===== src/rtl/cps_pkg.sv =====
package cps_pkg;
    typedef enum logic [1:0] {
        DRV_OFF     = 2'b00,
        DRV_SPK     = 2'b01,
        DRV_HPL     = 2'b10,
        DRV_HP_BOTH = 2'b11
    } drv_sel_e;

    typedef struct packed {
        logic     audio;
        logic     rate16;
        logic     rx_bp_sel;
        drv_sel_e drv;
        logic     pu;
    } cfg_t;

    localparam int unsigned MODE_ADDR = 0;
    localparam int unsigned RXF_ADDR  = 5;
    localparam int unsigned DRV_ADDR  = 7;
endpackage


===== src/rtl/cps_sync.sv =====
module cps_sync #(
    parameter int unsigned W = 1
) (
    input  logic         clk,
    input  logic         rst_n,
    input  logic [W-1:0] async_in,
    output logic [W-1:0] sync_out
);
    typedef struct packed {
        logic [W-1:0] s1;
        logic [W-1:0] s2;
    } sync_st_t;

    sync_st_t st_d, st_q;

    always_comb begin
        st_d    = st_q;
        st_d.s1 = async_in;
        st_d.s2 = st_q.s1;
    end

    always_ff @(posedge clk or negedge rst_n) begin
        if (!rst_n) st_q <= '0;
        else        st_q <= st_d;
    end

    assign sync_out = st_q.s2;
endmodule


===== src/rtl/cps_clk_mon.sv =====
module cps_clk_mon #(
    parameter int unsigned TIMEOUT = 64
) (
    input  logic clk,
    input  logic rst_n,
    input  logic mclk_sync,
    output logic lost
);
    localparam int unsigned CNT_W = $clog2(TIMEOUT + 1);
    localparam logic [CNT_W-1:0] LIMIT = CNT_W'(TIMEOUT);

    typedef struct packed {
        logic             prev;
        logic [CNT_W-1:0] cnt;
    } mon_st_t;

    mon_st_t st_d, st_q;
    logic    edge_seen;

    always_comb begin
        st_d      = st_q;
        edge_seen = mclk_sync ^ st_q.prev;
        st_d.prev = mclk_sync;
        if (edge_seen)             st_d.cnt = '0;
        else if (st_q.cnt != LIMIT) st_d.cnt = st_q.cnt + 1'b1;
    end

    always_ff @(posedge clk or negedge rst_n) begin
        if (!rst_n) st_q <= '0;
        else        st_q <= st_d;
    end

    assign lost = (st_q.cnt == LIMIT);
endmodule


===== src/rtl/cps_regs.sv =====
module cps_regs
    import cps_pkg::*;
#(
    parameter int unsigned ADDR_W   = 5,
    parameter int unsigned PWR_ADDR = 18
) (
    input  logic              clk,
    input  logic              rst_n,
    input  logic              wr_en,
    input  logic [ADDR_W-1:0] wr_addr,
    input  logic [1:0]        wr_data,
    output cfg_t              cfg
);
    cfg_t cfg_d, cfg_q;

    always_comb begin
        cfg_d = cfg_q;
        if (wr_en) begin
            if (wr_addr == ADDR_W'(MODE_ADDR)) begin
                cfg_d.audio  = wr_data[0];
                cfg_d.rate16 = wr_data[1];
            end
            if (wr_addr == ADDR_W'(RXF_ADDR)) cfg_d.rx_bp_sel = wr_data[0];
            if (wr_addr == ADDR_W'(DRV_ADDR)) cfg_d.drv       = drv_sel_e'(wr_data);
            if (wr_addr == ADDR_W'(PWR_ADDR)) cfg_d.pu        = wr_data[0];
        end
    end

    always_ff @(posedge clk or negedge rst_n) begin
        if (!rst_n) cfg_q <= '0;
        else        cfg_q <= cfg_d;
    end

    assign cfg = cfg_q;
endmodule


===== src/rtl/cps_fs_gate.sv =====
module cps_fs_gate #(
    parameter int unsigned FS_HOLD = 2
) (
    input  logic clk,
    input  logic rst_n,
    input  logic powered,
    input  logic voice,
    input  logic fs_sync,
    output logic oe
);
    localparam int unsigned FC_W = $clog2(FS_HOLD + 1);
    localparam logic [FC_W-1:0] HOLD = FC_W'(FS_HOLD);

    typedef struct packed {
        logic            prev;
        logic [FC_W-1:0] cnt;
    } fs_st_t;

    fs_st_t st_d, st_q;
    logic   fs_rise;

    always_comb begin
        st_d      = st_q;
        fs_rise   = fs_sync & ~st_q.prev;
        st_d.prev = fs_sync;
        if (!powered)                        st_d.cnt = '0;
        else if (fs_rise && st_q.cnt != HOLD) st_d.cnt = st_q.cnt + 1'b1;
    end

    always_ff @(posedge clk or negedge rst_n) begin
        if (!rst_n) st_q <= '0;
        else        st_q <= st_d;
    end

    assign oe = powered & voice & (st_q.cnt == HOLD);
endmodule


===== src/rtl/codec_pwr_seq.sv =====
module codec_pwr_seq
    import cps_pkg::*;
#(
    parameter int unsigned ADDR_W   = 5,
    parameter int unsigned NUM_REGS = 19,
    parameter int unsigned TIMEOUT  = 64,
    parameter int unsigned FS_HOLD  = 2
) (
    input  logic              ref_clk,
    input  logic              rst_n,
    input  logic              mclk,
    input  logic              fsync,
    input  logic              wr_en,
    input  logic [ADDR_W-1:0] wr_addr,
    input  logic [1:0]        wr_data,
    output logic              pwr_on,
    output logic              clk_lost,
    output logic              tx_en,
    output logic              rx_en,
    output logic              dac_en,
    output logic              spk_en,
    output logic              hpl_en,
    output logic              hpr_en,
    output logic              dout_oe,
    output logic              tx_bandpass,
    output logic              rx_bandpass
);
    localparam int unsigned PWR_ADDR = NUM_REGS - 1;

    typedef struct packed {
        logic pwr;
    } top_st_t;

    logic [1:0] async_in, sync_out;
    logic       lost;
    cfg_t       cfg;
    top_st_t    st_d, st_q;

    assign async_in = {fsync, mclk};

    cps_sync #(.W(2)) i_sync (
        .clk      (ref_clk),
        .rst_n    (rst_n),
        .async_in (async_in),
        .sync_out (sync_out)
    );

    cps_clk_mon #(.TIMEOUT(TIMEOUT)) i_clk_mon (
        .clk       (ref_clk),
        .rst_n     (rst_n),
        .mclk_sync (sync_out[0]),
        .lost      (lost)
    );

    cps_regs #(.ADDR_W(ADDR_W), .PWR_ADDR(PWR_ADDR)) i_regs (
        .clk     (ref_clk),
        .rst_n   (rst_n),
        .wr_en   (wr_en),
        .wr_addr (wr_addr),
        .wr_data (wr_data),
        .cfg     (cfg)
    );

    always_comb begin
        st_d     = st_q;
        st_d.pwr = cfg.pu & ~lost;
    end

    always_ff @(posedge ref_clk or negedge rst_n) begin
        if (!rst_n) st_q <= '0;
        else        st_q <= st_d;
    end

    cps_fs_gate #(.FS_HOLD(FS_HOLD)) i_fs_gate (
        .clk     (ref_clk),
        .rst_n   (rst_n),
        .powered (st_q.pwr),
        .voice   (~cfg.audio),
        .fs_sync (sync_out[1]),
        .oe      (dout_oe)
    );

    assign pwr_on      = st_q.pwr;
    assign clk_lost    = lost;
    assign tx_en       = st_q.pwr & ~cfg.audio;
    assign rx_en       = st_q.pwr & ~cfg.audio;
    assign dac_en      = st_q.pwr &  cfg.audio;
    assign spk_en      = st_q.pwr & (cfg.drv == DRV_SPK);
    assign hpl_en      = st_q.pwr & (cfg.drv == DRV_HPL || cfg.drv == DRV_HP_BOTH);
    assign hpr_en      = st_q.pwr & (cfg.drv == DRV_HP_BOTH);
    assign tx_bandpass = ~cfg.rate16;
    assign rx_bandpass = ~cfg.rate16 & cfg.rx_bp_sel;
endmodule


===== config.mk =====
export PLATFORM = sky130hd
export DESIGN_NAME = codec_pwr_seq
export DESIGN_NICKNAME = d
export VERILOG_FILES = /design/src/rtl/cps_pkg.sv /design/src/rtl/cps_sync.sv /design/src/rtl/cps_clk_mon.sv /design/src/rtl/cps_regs.sv /design/src/rtl/cps_fs_gate.sv /design/src/rtl/codec_pwr_seq.sv
export SDC_FILE = /design/constraint.sdc
export NUM_CORES = 1
export LEC_CHECK = 0
export ABC_AREA = 1
export BUFFER_PORTS_ARGS = -buffer_cell sky130_fd_sc_hd__buf_2
export CAP_MARGIN = 10
export CORE_ASPECT_RATIO = 0.7
export CORE_UTILIZATION = 52
export DETAILED_ROUTE_END_ITERATION = 16
export GPL_ROUTABILITY_DRIVEN = 1
export GPL_TIMING_DRIVEN = 1
export PLACE_DENSITY = 0.79
export SLEW_MARGIN = 15
export SYNTH_ARGS = -nofsm -noshare
export SYNTH_HDL_FRONTEND = slang
export SYNTH_SLANG_ARGS = --single-unit

===== constraint.sdc =====
create_clock -name ref_clk -period 1.35 [get_ports ref_clk]
set_input_delay 0.0675 -clock ref_clk [delete_from_list [all_inputs] [get_ports ref_clk]]
set_output_delay 0.0675 -clock ref_clk [all_outputs]
set_load 0.005 [all_outputs]

==> summary.txt <==
Synth
  • Register area share after synthesis: 53.1%
  • Mapped cell area: 0.00104 mm²
  • Distinct cells, synth: 16
  • Register bit total from synthesis: 22
  • Syn_area_per_cell: 8.43 µm²
  • Most frequent cells after synthesis: nand2_1, dfrtp_1, inv_1
  • Async SR Flop Fraction: 100%
  • Synth top area share: 53.1%
  • Warnings, synthesis: 0
  • Post-Syn Nets: 138
  • Gate Count Post-Synth: 123
  • Top_reg_cell synth: dfrtp_1
  • Top-count cell post-synth: nand2_1
  • Dominant cell type by area after synthesis: dfrtp_1
  • EDFF count, synth: 0
  • Top post-synthesis cells by area: dfrtp_1, nand2_1, inv_1

Clock network
  • Clock-pin slew on the worst setup and hold paths: 130 ps
  • CTS tree: yes
  • Cts bufs inserted: 3
  • Clock Latency Late Sink: 320 ps
  • CTS root buf: clkbuf_4
  • CTS max path bufs: 2
  • CTS H-tree depth: 1
  • Clk sinks: 22

Routing
  • Final routed DRC violation total: 0
  • Initial DRC count: 30
  • Met3 WL: 128 µm
  • DRT Wirelength: 2.25 mm
  • Met1 wire length: 955 µm
  • DR vias/cell: 5.12
  • Wire length on met2: 1.11 mm
  • Top Metal Used: met4
  • Vias: 916
  • Detailed Routing Iterations Pass 1: 4
  • Post-route ant nets: 0
  • Routed length per instance: 12.6 µm

Power and ir drop
  • Net Sw Power: 0.426 mW
  • Combinational Power Share: 18.8%
  • Internal cell power: 1.16 mW
  • LEAKAGE: 0.720 nW
  • Worst IR Drop VDD: 0.807 mV
  • PwrDens: 1190 mW/mm²
  • Clock power share: 31.8%
  • Switching portion of total power: 26.9%
  • Sequential power share: 49.4%

Timing
  • Fin. max-slew vios: 0
  • Clock Skew: 11.0 ps
  • Final hold vios: 0
  • Period utilization: 99.4%
  • Final setup viols: 0
  • RSZ-0062 raised after global routing: yes
  • Fmax: 0.745 GHz
  • Min cycle time layout: 1340 ps
  • Worst setup margin: 8.21 ps
  • Slew headroom: 68.2%
  • Tightest Pin Transition: 477 ps

GRT
  • Initial antenna violation count: 0
  • Number of global-route vias before repair: 751
  • Grt total ovfl: 0
  • First-pass GRT wire length: 3.32 mm
  • Total Routing Usage GR: 21.2%
  • Largest net degree at the start of global routing: 23

Die
  • Core box area: 0.00187 mm²
  • # rows: 13
  • Chip width: 55.4 µm
  • Ports: 23
  • Die H: 39.4 µm
  • Initial Util: 55.5%
  • Die area: 0.00218 mm²

Setup path
  • Critical path startpoint category: register
  • Slowest CP cell: dfrtp_1
  • WP data arrival: 1270 ps
  • Crit path buffers/inverters: 1
  • Worst Path Max Fanout: 2
  • Kind of cell adding the most delay to the critical path: flip-flops
  • CP max stage delay: 430 ps
  • Cell Chain, Critical Path: nor2_1 -> nand2_1 -> nor2_4 -> buf_2
  • CP Data Required Time: 1280 ps
  • Crit end category: output pin
  • Kind of critical path: reg2out

Placement
  • Place WS: 124 ps
  • GPL Wtd Cong: 0.842
  • DP HPWL: 1.58 mm
  • Port buffer count: 22
  • Dpl cells: 166

Worst hold path
  • Worst min path class: in2reg

Status
  • Outcome: completed

Layout
  • P&R area growth vs syn: 28.5%
  • Nets: 173
  • Share of cells above drive strength 1: 28.0%
  • Fill cells: 139
  • Ant diodes: 0
  • Finished Layout Cells: 179

Job
  • Max-cap violations: 0
[sequential cells by signal, indices dropped and copies added (netlist names)]
name / count
i_clk_mon.st_q: 8
i_fs_gate.st_q: 3
i_regs.cfg: 6
i_sync.st_d: 2
i_sync.sync_out: 2
pwr_on: 1
[worst register-to-register path: cells and delay by family, from the launching register on]
kind,cells,cell delay [ps]
XOR/XNOR,1,160
adder cells (fa/ha/maj),1,240
buffers and inverters,1,150
flip-flops,1,410
AND/OR/NAND/NOR,2,200
[power by group through the flow]
stage / clock network [mW] / registers, mW / logic (mW)
after floorplan: 0 / 0.782 / 0.147
after global placement: 0 / 0.790 / 0.216
after detailed placement: 0 / 0.799 / 0.230
after CTS: 0.507 / 0.779 / 0.264
after global routing: 0.536 / 0.792 / 0.339
final: 0.504 / 0.783 / 0.297
[metal layers]
layer	global-route usage [%]	vias to the layer above
li1	-	448
met1	24.2	424
met2	38.3	38
met3	7.59	6
met4	6.88	0
met5	0	-
[cell type report]
type,instances,area (µm²),share of cell area (%)
inverter,22,82.6,6.20
clock inverter,1,30.0,2.25
timing repair buffer,31,188,14.1
multi-input combinational,78,429,32.2
sequential,22,553,41.5
clock buffer,3,22.5,1.69
tap,22,27.5,2.07
[logic make-up (layout without fill, tap and decap cells)]
logic type               Yosys count  after routing  synth area share (%)
AO/OA/AOI/OAI                      8              8                  4.10
XOR/XNOR                           4              4                  4.10
adder cells (fa/ha/maj)            3              3                  3.62
buffers and inverters             23             57                  8.69
flip-flops                        22             22                  53.1
AND/OR/NAND/NOR                   63             63                  26.4
[layout by cell type (no fill, tap or decap), drive strengths merged, types with 2 or more instances in the layout]
cell type,Yosys,layout
nor2,20,20
dlygate4sd3,0,4
dfrtp,22,22
nand3,13,13
ha,3,3
inv,22,22
o21ai,7,7
buf,1,27
nor3,2,2
nand2,26,26
clkbuf,0,3
xor2,3,3
[repair_timing]
action | 4_1_cts | 5_1_grt
pin swaps | 1 | 2
buffers inserted | 3 | 2
hold endpoints to repair | 25 | 0
hold buffers | 4 | 0
setup endpoints to repair | 2 | 3
resized for setup | 1 | 10
[worst paths after layout]
| check | from | endpoint | slack (ps) | depth (start not counted) |
|---|---|---|---|---|
| max reg2reg | i_clk_mon.st_q[0] | i_clk_mon.st_q[4] | 90 | 5 |
| min reg2reg | i_sync.st_d[1] | i_sync.sync_out[1] | 360 | 0 |
| min in group asynchronous | rst_n | i_regs.cfg[1] | 230 | 2 |
| max in group asynchronous | rst_n | pwr_on | 770 | 2 |
| max | i_clk_mon.st_q[4] | clk_lost | 8 | 4 |
| min | wr_addr[0] | i_regs.cfg[0] | 60 | 4 |
[through the flow]
step | TNS (ps) | hold WS, ps | power [mW] | util, % | area, µm²
final | 0 | 59.2 | 1.58 | 71.2 | 1330
after global routing | -62.3 | 67.4 | 1.67 | 71.2 | 1330
after CTS | 0 | 57.2 | 1.55 | 68.6 | 1280
after detailed placement | 0 | 59.9 | 1.03 | 62.4 | 1170
after global placement | 0 | 51.1 | 1.01 | 62.4 | 1170
after floorplan | 0 | -228 | 0.929 | - | 1040
Power figures use the tool's default switching activity.
